$ cat src/rtl/i2c_irq_pkg.sv
package i2c_irq_pkg;
  localparam int NUM_FLAGS = 6;
  localparam int TX_B = 0;
  localparam int RX_B = 1;
  localparam int AL_B = 2;
  localparam int NK_B = 3;
  localparam int ST_B = 4;
  localparam int SP_B = 5;

  typedef logic [NUM_FLAGS-1:0] flagVecT;

  localparam flagVecT DATA_MASK  = flagVecT'((1 << TX_B) | (1 << RX_B));
  localparam flagVecT STATE_MASK = ~DATA_MASK;

  typedef struct packed {
    flagVecT setVec;
    flagVecT clrVec;
    logic    ieLoad;
    flagVecT ieData;
    logic    ieDataClr;
  } dpStrobeT;
endpackage

$ cat src/rtl/i2c_irq_ctl.sv
module i2c_irq_ctl
  import i2c_irq_pkg::*;
(
  input  logic     clk,
  input  logic     rstN,
  input  logic     swReset,
  input  logic     i2cMode,
  input  logic     masterMode,
  input  logic     evTxFree,
  input  logic     evRxByte,
  input  logic     evNack,
  input  logic     evStart,
  input  logic     evStop,
  input  logic     evAddrMatch,
  input  logic     evArbLost,
  input  logic     txWrite,
  input  logic     rxRead,
  input  logic     flagWrite,
  input  flagVecT  flagWrData,
  input  logic     ieWrite,
  input  flagVecT  ieWrData,
  output dpStrobeT strobe,
  output logic     mstClear
);
  logic    startPend;
  flagVecT swClr;

  always_ff @(posedge clk or negedge rstN) begin
    if (!rstN) begin
      startPend <= 1'b0;
      mstClear  <= 1'b0;
    end else begin
      mstClear <= evArbLost;
      if (evStop || evAddrMatch) startPend <= 1'b0;
      else if (evStart)          startPend <= 1'b1;
    end
  end

  assign swClr = flagWrite ? ~flagWrData : '0;

  always_comb begin
    strobe = '0;
    strobe.setVec[TX_B] = evTxFree | (swReset & i2cMode);
    strobe.clrVec[TX_B] = txWrite | evNack;
    strobe.setVec[RX_B] = evRxByte & ~swReset;
    strobe.clrVec[RX_B] = swReset | rxRead;
    strobe.setVec[AL_B] = evArbLost;
    strobe.setVec[NK_B] = evNack;
    strobe.clrVec[NK_B] = evStart;
    strobe.setVec[ST_B] = evAddrMatch & ~masterMode & (startPend | evStart);
    strobe.clrVec[ST_B] = evStop;
    strobe.setVec[SP_B] = evStop & ~masterMode;
    strobe.clrVec[SP_B] = evStart;
    strobe.clrVec       = strobe.clrVec | swClr;
    strobe.ieLoad       = ieWrite;
    strobe.ieData       = ieWrData;
    strobe.ieDataClr    = swReset;
  end
endmodule

$ cat src/rtl/i2c_irq_dp.sv
module i2c_irq_dp
  import i2c_irq_pkg::*;
(
  input  logic     clk,
  input  logic     rstN,
  input  logic     gie,
  input  dpStrobeT strobe,
  output flagVecT  flags,
  output flagVecT  ie,
  output logic     dataIrq,
  output logic     stateIrq
);
  flagVecT flagsQ;
  flagVecT ieQ;
  flagVecT pending;

  always_ff @(posedge clk or negedge rstN) begin
    if (!rstN) flagsQ <= '0;
    else       flagsQ <= (flagsQ & ~strobe.clrVec) | strobe.setVec;
  end

  always_ff @(posedge clk or negedge rstN) begin
    if (!rstN) begin
      ieQ <= '0;
    end else begin
      if (strobe.ieLoad)    ieQ <= strobe.ieData;
      if (strobe.ieDataClr) ieQ <= (strobe.ieLoad ? strobe.ieData : ieQ) & ~DATA_MASK;
    end
  end

  assign pending  = flagsQ & ieQ;
  assign dataIrq  = gie & |(pending & DATA_MASK);
  assign stateIrq = gie & |(pending & STATE_MASK);
  assign flags    = flagsQ;
  assign ie       = ieQ;
endmodule

$ cat src/rtl/i2c_irq_ctrl.sv
module i2c_irq_ctrl
  import i2c_irq_pkg::*;
(
  input  logic       clk,
  input  logic       rstN,
  input  logic       swReset,
  input  logic       i2cMode,
  input  logic       masterMode,
  input  logic       gie,
  input  logic       evTxFree,
  input  logic       evRxByte,
  input  logic       evNack,
  input  logic       evStart,
  input  logic       evStop,
  input  logic       evAddrMatch,
  input  logic       evArbLost,
  input  logic       txWrite,
  input  logic       rxRead,
  input  logic       flagWrite,
  input  logic [5:0] flagWrData,
  input  logic       ieWrite,
  input  logic [5:0] ieWrData,
  output logic [5:0] flags,
  output logic [5:0] ie,
  output logic       dataIrq,
  output logic       stateIrq,
  output logic       dmaTxReq,
  output logic       dmaRxReq,
  output logic       mstClear
);
  dpStrobeT strobe;

  i2c_irq_ctl uCtl (
    .clk(clk), .rstN(rstN), .swReset(swReset), .i2cMode(i2cMode),
    .masterMode(masterMode), .evTxFree(evTxFree), .evRxByte(evRxByte),
    .evNack(evNack), .evStart(evStart), .evStop(evStop),
    .evAddrMatch(evAddrMatch), .evArbLost(evArbLost), .txWrite(txWrite),
    .rxRead(rxRead), .flagWrite(flagWrite), .flagWrData(flagWrData),
    .ieWrite(ieWrite), .ieWrData(ieWrData), .strobe(strobe),
    .mstClear(mstClear)
  );

  i2c_irq_dp uDp (
    .clk(clk), .rstN(rstN), .gie(gie), .strobe(strobe), .flags(flags),
    .ie(ie), .dataIrq(dataIrq), .stateIrq(stateIrq)
  );

  assign dmaTxReq = flags[TX_B];
  assign dmaRxReq = flags[RX_B];

  AST_TX_FORCED: assert property (@(posedge clk) disable iff (!rstN)
    swReset && i2cMode |=> flags[TX_B]);
  AST_SWRST_IE: assert property (@(posedge clk) disable iff (!rstN)
    swReset |=> ie[RX_B:TX_B] == 2'b00 && !flags[RX_B]);
  AST_NACK_TXCLR: assert property (@(posedge clk) disable iff (!rstN)
    evNack && !evTxFree && !(swReset && i2cMode) |=> !flags[TX_B]);
  AST_RX_READ_CLR: assert property (@(posedge clk) disable iff (!rstN)
    rxRead && !evRxByte |=> !flags[RX_B]);
  AST_ARB_MCLR: assert property (@(posedge clk) disable iff (!rstN)
    evArbLost |=> mstClear && flags[AL_B]);
  AST_MCLR_PULSE: assert property (@(posedge clk) disable iff (!rstN)
    !evArbLost |=> !mstClear);
  AST_START_MASTER: assert property (@(posedge clk) disable iff (!rstN)
    masterMode && !flags[ST_B] |=> !flags[ST_B]);
  AST_STOP_CLR: assert property (@(posedge clk) disable iff (!rstN)
    evStart && !(evStop && !masterMode) |=> !flags[SP_B]);
  AST_IRQ_GATE: assert property (@(posedge clk) disable iff (!rstN)
    !gie |-> !dataIrq && !stateIrq);
endmodule

$ cat config.mk
export PLATFORM = sky130hd
export DESIGN_NAME = i2c_irq_ctrl
export DESIGN_NICKNAME = d
export VERILOG_FILES = /design/src/rtl/i2c_irq_pkg.sv /design/src/rtl/i2c_irq_ctl.sv /design/src/rtl/i2c_irq_dp.sv /design/src/rtl/i2c_irq_ctrl.sv
export SDC_FILE = /design/constraint.sdc
export NUM_CORES = 1
export LEC_CHECK = 0
export BUFFER_PORTS_ARGS = -buffer_cell sky130_fd_sc_hd__buf_2
export CORE_MARGIN = 10
export CORE_UTILIZATION = 40
export DETAILED_ROUTE_END_ITERATION = 16
export GPL_TIMING_DRIVEN = 0
export MAX_ROUTING_LAYER = met4
export PLACE_DENSITY = 0.79
export SLEW_MARGIN = 15
export SYNTH_ARGS = -nofsm -noshare
export SYNTH_HDL_FRONTEND = slang
export SYNTH_SLANG_ARGS = --single-unit
$ cat constraint.sdc
create_clock -name clk -period 1.3 [get_ports clk]
set_clock_uncertainty 0.05 [all_clocks]
set_input_delay 0.195 -clock clk [delete_from_list [all_inputs] [get_ports clk]]
set_output_delay 0.195 -clock clk [all_outputs]
set_load 0.1 [all_outputs]
==> results.rst, run 1 <==
.. list-table::
   :header-rows: 1

   * - Metric
     - Value
   * - Final setup violating endpoints
     - 5
   * - Start point of the worst min-delay path
     - evAddrMatch
   * - Initial core utilization
     - 44.2%
   * - Relative slew slack
     - 67.8%
   * - Yosys warning count
     - 0
   * - Global-route wire length before repair
     - 3060 µm
   * - Final Cell Area
     - 1100 µm²
   * - Antenna diodes
     - 0
   * - Iter 0 DRT Violations
     - 14
   * - Library cells used by synthesis
     - 19
   * - Maxcap violations
     - 0
   * - Area Growth Syn to Fin
     - 82.6%
   * - Most common cell after layout, fill and taps aside
     - buf_2
   * - Pwr/cell area
     - 1260 nW/µm²
   * - Largest cells by area after synthesis
     - dfrtp_1 58%, mux2_2 7.5%, nand2b_1 4.1%
   * - Clock tree from TritonCTS
     - built
   * - Nets
     - 132
   * - Mean routed wirelength per cell
     - 17.0 µm
   * - Clock power share
     - 22.3%
   * - Maximum count of clock buffers along a single path
     - 2
   * - Maximum clock frequency
     - 663 MHz
   * - Maximum vdd ir drop
     - 0.874 mV
   * - Worst Hold Slack
     - 0.0414 ns
   * - First element of the critical path
     - uDp.flags[4]$_DFF_PN0_
   * - Final count of pins violating max slew
     - 0
   * - Root Driver
     - clkbuf_4
   * - Detailed placement HPWL
     - 1530 µm
   * - Via count of the first global-routing pass
     - 667
   * - GRT Resource Usage Total
     - 11.6%
   * - Vias
     - 582
   * - Clock-pin slew of the registers on the worst-case setup and hold paths
     - 0.09 ns
   * - Vertical die dimension
     - 58.9 µm
   * - Via density per instance
     - 4.97
   * - Critical path data required time
     - 1.05 ns
   * - Clock latency on the worst-skew pair
     - 0.28 ns
   * - Area leader, netlist
     - dfrtp_1
   * - Failing checks
     - setup timing
   * - Core Rows
     - 13
   * - RePlAce Congestion
     - 0.852
   * - Number of optimization iterations in the first detailed-route pass
     - 4
   * - Seq/Total Area, Yosys
     - 58.0%
   * - Synth top area share
     - 58.0%
   * - Number of CTS-inserted buffers
     - 3
   * - Die area
     - 3470 µm²
   * - Crit path launch type
     - flip-flop
   * - Clock Sinks
     - 14
   * - CORE AREA
     - 1370 µm²
   * - Sequential cell fraction of total power
     - 37.2%
   * - Layout cells sized above 1
     - 72.5%
   * - Power share of the combinational group
     - 40.4%
   * - Cell count after synthesis
     - 51
   * - Final Worst Setup Slack
     - -0.208 ns
   * - LEAKAGE
     - 0.000526 µW
   * - Mean instance size in the synthesized netlist
     - 11.8 µm²
   * - Fraction of the cycle the final worst path needs
     - 116%
   * - Count of state elements after synthesis
     - 14
   * - Arr. time, crit path
     - 1.26 ns
   * - Count of buffers from port buffering
     - 44
   * - Final hold viol count
     - 0
   * - Netlist Area Pre-Place
     - 604 µm²
   * - Final antenna-violating net count
     - 0
   * - Min-Delay Endpoint
     - uCtl.startPend$_DFFE_PN0P_
   * - # H-tree levels
     - 1
   * - Critical-path maximum fanout
     - 3
   * - Syn Nets
     - 80
   * - Die boundary width
     - 58.9 µm
   * - Remaining DRCs
     - 0
   * - Setup repair after global routing missed its margin
     - true
   * - Sw power
     - 562 µW
   * - Initial antenna violation count
     - 0
   * - Most used cells in the layout excluding fill and tap cells
     - 29 x buf_2, 12 x dfrtp_4, 10 x buf_4
   * - Cell internal power dissipation
     - 830 µW
   * - Number of cells on the worst hold path
     - 2
   * - Crit path kind
     - reg2out
   * - Pin count of the biggest net entering global routing
     - 15
   * - Final period demand of the worst path
     - 1.51 ns
   * - Remaining global-route overflow
     - 0
   * - Startpoint of the lowest-slack register-to-register path
     - uDp.flags[0]$_DFF_PN0_
   * - Worst min path class
     - in2reg
   * - Critical Path End Type
     - output port
   * - Final total negative setup slack
     - -0.570 ns
   * - DRT Wirelength
     - 1990 µm
   * - Endpoint of the lowest-slack register-to-register path
     - uDp.flags[0]$_DFF_PN0_
   * - Net Sw Frac
     - 40.3%
   * - Run status
     - complete, but fails checks
   * - Cell Area, Placed
     - 922 µm²
   * - Transition at the pin with the smallest max-transition slack
     - 0.486 ns
   * - FF-to-FF path depth
     - 2
   * - Flop-to-flop setup slack
     - 0.18 ns
   * - IO Pins
     - 46
## state kept, by name (all words and copies together), names as in the netlist
register	cells
uCtl.mstClear	1
uDp.flags	6
uCtl.startPend	1
uDp.ie	6
## how the worst max path moves through the flow
stage | endpoint | cells past startpoint
2_1_floorplan | stateIrq | 2
3_3_place_gp | stateIrq | 3
3_5_place_dp | stateIrq | 3
4_1_cts | stateIrq | 3
5_1_grt | stateIrq | 3
6_report | stateIrq | 3
## power groups by stage
stage                     clock network (µW)  registers [µW]  logic, µW
after floorplan                            0             758        146
final                                    311             518        563
after CTS                                318             519        547
after global routing                     334             525        585
after global placement                     0             525        484
after detailed placement                   0             527        489
## cell families after synthesis
family                 after synthesis  share of synthesized area (%)
AOI/OAI and AO/OA                   10                           13.5
buffers and inverters                7                           5.79
DFF                                 14                           58.0
muxes                                6                           10.8
and+or+nand+nor                     14                           12.0
## worst max-delay path, cell delays in order, from the launching register on
cell	delay (ns)
dfrtp_4	0.49
a22oi_2	0.24
a21boi_4	0.09
buf_12	0.17
## what timing repair did
item	CTS	global route
hold buffers	2	0
resized for setup	28	9
hold endpoints to repair	15	0
setup endpoints to repair	16	8
pin swaps	3	2
setup buffers	0	1
## final cells by class
cell class / instances / area (µm²)
Inverter: 4 / 15.0
Tap cell: 15 / 18.8
Clock buffer: 4 / 36.3
Multi-Input combinational cell: 30 / 253
Fill cell: 85 / 263
Sequential cell: 14 / 395
Timing Repair Buffer: 47 / 358
Buffer: 3 / 27.5
## cell usage after synthesis (all sizes together)
cell type / count
nand2b: 4
a221o: 1
a31o: 1
mux2i: 2
inv: 4
mux2: 4
a22oi: 3
dfrtp: 14
a32o: 1
o32ai: 1
nand2: 1
nor3: 2
a21boi: 1
nor2b: 3
a31oi: 1
buf: 3
nor2: 4
a21o: 1
## through the flow
step	total power, µW	setup slack [ns]	utilization [%]	instances
floorplan	904	-0.299	-	51
global route	1440	-0.270	80.8	117
CTS	1380	-0.219	78.4	116
finish	1390	-0.208	80.8	117
global placement	1010	-0.0315	67.5	110
detailed placement	1020	-0.0230	67.5	110
## per-layer routing
layer | wire length [µm] | global-route usage [%] | vias up
met3 | 176 | 3.86 | 4
met4 | 23 | 3.93 | 0
met5 | 0 | - | -
met1 | 754 | 12.5 | 267
met2 | 1030 | 19.2 | 31
li1 | - | - | 280
Power figures use the tool's default switching activity.
==> inputs of run 2 (changes only) <==
--- a/config.mk
+++ b/config.mk
@@ -12,6 +12,7 @@
 export GPL_TIMING_DRIVEN = 0
 export MAX_ROUTING_LAYER = met4
 export PLACE_DENSITY = 0.79
+export SKIP_CTS_REPAIR_TIMING = 1
 export SLEW_MARGIN = 15
 export SYNTH_ARGS = -nofsm -noshare
 export SYNTH_HDL_FRONTEND = slang
==> run 2 against run 1 <==
Effect of this change: the run still ends with setup timing left; combinational power is 2% lower; global-route usage shrank 1.1 points; die area is the same; clock power is essentially flat; sequential share of layout area up 0.75 points; utilization decreased by 1.6 points; clock-buffer cell count unchanged; register-to-register slack improved by 0.10 ns; sequential power barely moved; final cell count is 0.85% lower; setup slack worse by 0.034 ns; worst hold slack worse by 0.0028 ns.
==> results.rst, run 2 (same netlist as run 1, synthesis figures left out) <==
.. list-table::
   :header-rows: 1

   * - Metric
     - Value
   * - Via count of the first global-routing pass
     - 658 (-1.3%)
   * - Fraction of the cycle the final worst path needs
     - 119% (+2.6 points)
   * - Run status
     - complete, but fails checks
   * - Via density per instance
     - 5.12 (+2.9%)
   * - Number of CTS-inserted buffers
     - 3 (unchanged)
   * - IO Pins
     - 46 (unchanged)
   * - Non-filler instance count after layout
     - 116 (-0.85%)
   * - Vertical die dimension
     - 58.9 µm (unchanged)
   * - Nets
     - 131 (-0.76%)
   * - Mean routed wirelength per cell
     - 17.2 µm (+1.3%)
   * - Final count of pins violating max slew
     - 0 (unchanged)
   * - Most common cell after layout, fill and taps aside
     - buf_2
   * - Final hold viol count
     - 0 (unchanged)
   * - Antenna diodes
     - 0 (unchanged)
   * - Count of buffers from port buffering
     - 44 (unchanged)
   * - Final total negative setup slack
     - -0.567 ns (+0.00243 ns)
   * - Number of placed cells counting well taps
     - 110 (unchanged)
   * - Area Growth Syn to Fin
     - 78.9%
   * - Die boundary width
     - 58.9 µm (unchanged)
   * - Critical Path End Type
     - output port
   * - Global-route wire length before repair
     - 2800 µm (-8.6%)
   * - Final Worst Setup Slack
     - -0.242 ns (-0.0339 ns)
   * - Number of optimization iterations in the first detailed-route pass
     - 4 (unchanged)
   * - Detailed placement HPWL
     - 1530 µm (unchanged)
   * - DRT Wirelength
     - 2000 µm (+0.45%)
   * - Crit path kind
     - reg2out
   * - RePlAce Congestion
     - 0.852 (unchanged)
   * - Worst min path class
     - in2reg
   * - Final setup violating endpoints
     - 5 (unchanged)
   * - Remaining global-route overflow
     - 0 (unchanged)
   * - Final Cell Area
     - 1080 µm² (-2.0%)
   * - Clock tree from TritonCTS
     - built
   * - Initial core utilization
     - 44.2% (unchanged)
   * - Count of fill cells added during filler insertion
     - 85 (unchanged)
   * - Final antenna-violating net count
     - 0 (unchanged)
   * - Arr. time, crit path
     - 1.30 ns (+0.04 ns)
   * - Final period demand of the worst path
     - 1.54 ns (+0.0339 ns)
   * - Remaining DRCs
     - 0 (unchanged)
   * - Failing checks
     - setup timing
   * - Pin count of the biggest net entering global routing
     - 15 (unchanged)
   * - Root Driver
     - clkbuf_4
   * - # H-tree levels
     - 1 (unchanged)
   * - Clock latency on the worst-skew pair
     - 0.28 ns (about the same)
   * - Pwr/cell area
     - 1280 nW/µm² (+1.4%)
   * - Iter 0 DRT Violations
     - 18 (+4)
   * - Most used cells in the layout excluding fill and tap cells
     - 30 x buf_2, 12 x dfrtp_4, 9 x buf_4
   * - Crit path launch type
     - flip-flop
   * - Core Rows
     - 13 (unchanged)
   * - Layout cells sized above 1
     - 72.3% (-0.27 points)
   * - GRT Resource Usage Total
     - 10.5% (-1.1 points)
   * - Clock-pin slew of the registers on the worst-case setup and hold paths
     - 0.09 ns (about the same)
   * - Setup repair after global routing missed its margin
     - true
   * - Maximum vdd ir drop
     - 0.876 mV (+0.24%)
   * - Die area
     - 3470 µm² (unchanged)
   * - Critical-path maximum fanout
     - 3 (unchanged)
   * - Relative slew slack
     - 67.8% (about the same)
   * - Clock Sinks
     - 14 (unchanged)
   * - LEAKAGE
     - 0.000515 µW (-2.0%)
   * - Initial antenna violation count
     - 0 (unchanged)
   * - Transition at the pin with the smallest max-transition slack
     - 0.486 ns (+0.0000111 ns)
   * - Maximum clock frequency
     - 649 MHz (-2.2%)
   * - CORE AREA
     - 1370 µm² (unchanged)
   * - Vias
     - 594 (+2.1%)
   * - Maximum count of clock buffers along a single path
     - 2 (unchanged)
   * - Critical path data required time
     - 1.05 ns (about the same)
   * - Cell Area, Placed
     - 922 µm² (unchanged)
   * - Maxcap violations
     - 0 (unchanged)
-- run 2: cell types whose count changed in the layout (fill, tap and decap cells not counted) --
cell    delta
buf_12     -1
buf_2      +1
buf_4      -1
-- run 2: cell type report --
type                       count  area (µm²)  share of cell area, %
tap                           15        18.8                   1.74
timing repair buffer          46         335                   31.0
inverter                       4        15.0                   1.39
sequential                    14         395                   36.6
multi-input combinational     30         253                   23.4
clock buffer                   4        36.3                   3.36
buffer                         3        27.5                   2.55
-- run 2: through the flow --
| stage | hold slack, ns | setup slack [ns] | util [%] | power (µW) |
|---|---|---|---|---|
| finish | 0.0386 | -0.242 | 79.1 | 1380 |
| global route | 0.0347 | -0.302 | 79.1 | 1430 |
| CTS | -0.251 | -0.336 | 70.1 | 1320 |
| detailed placement | 0.0536 | -0.0230 | 67.5 | 1020 |
| global placement | 0.0493 | -0.0315 | 67.5 | 1010 |
| floorplan | -0.151 | -0.299 | - | 904 |
-- run 2: path summary, 6_finish.rpt --
check | startpoint | endpoint | slack [ns] | depth (start not counted)
worst min register to register | uDp.flags[2]$_DFF_PN0_ | uDp.flags[2]$_DFF_PN0_ | 0.51 | 1
max in group asynchronous | rstN | uDp.ie[3]$_DFFE_PN0P_ | 0.63 | 2
worst max-delay path | uDp.ie[4]$_DFFE_PN0P_ | stateIrq | -0.24 | 3
worst max register to register | uDp.flags[0]$_DFF_PN0_ | uDp.flags[0]$_DFF_PN0_ | 0.28 | 1
worst min-delay path | evAddrMatch | uCtl.startPend$_DFFE_PN0P_ | 0.04 | 2
min in group asynchronous | rstN | uDp.flags[5]$_DFF_PN0_ | 0.30 | 2
-- run 2: where the power goes --
group,switching (µW),internal (µW)
Sequential,32.8,487
Clock,143,170
Combinational,387,163
Total,563,820
-- run 2: per-layer routing --
metal,GRT usage (%),vias up,wire length [µm],share of wire [%]
met4,3.93,0,21,1.1
met3,3.22,4,150,7.5
met2,17.1,35,1030,52
met1,11.7,276,793,40
met5,-,-,0,0
li1,-,279,-,-
-- run 2: critical path, stage by stage (launching register included) --
cell	delay [ns]
dfrtp_4	0.49
a22oi_2	0.26
a21boi_4	0.09
buf_12	0.17
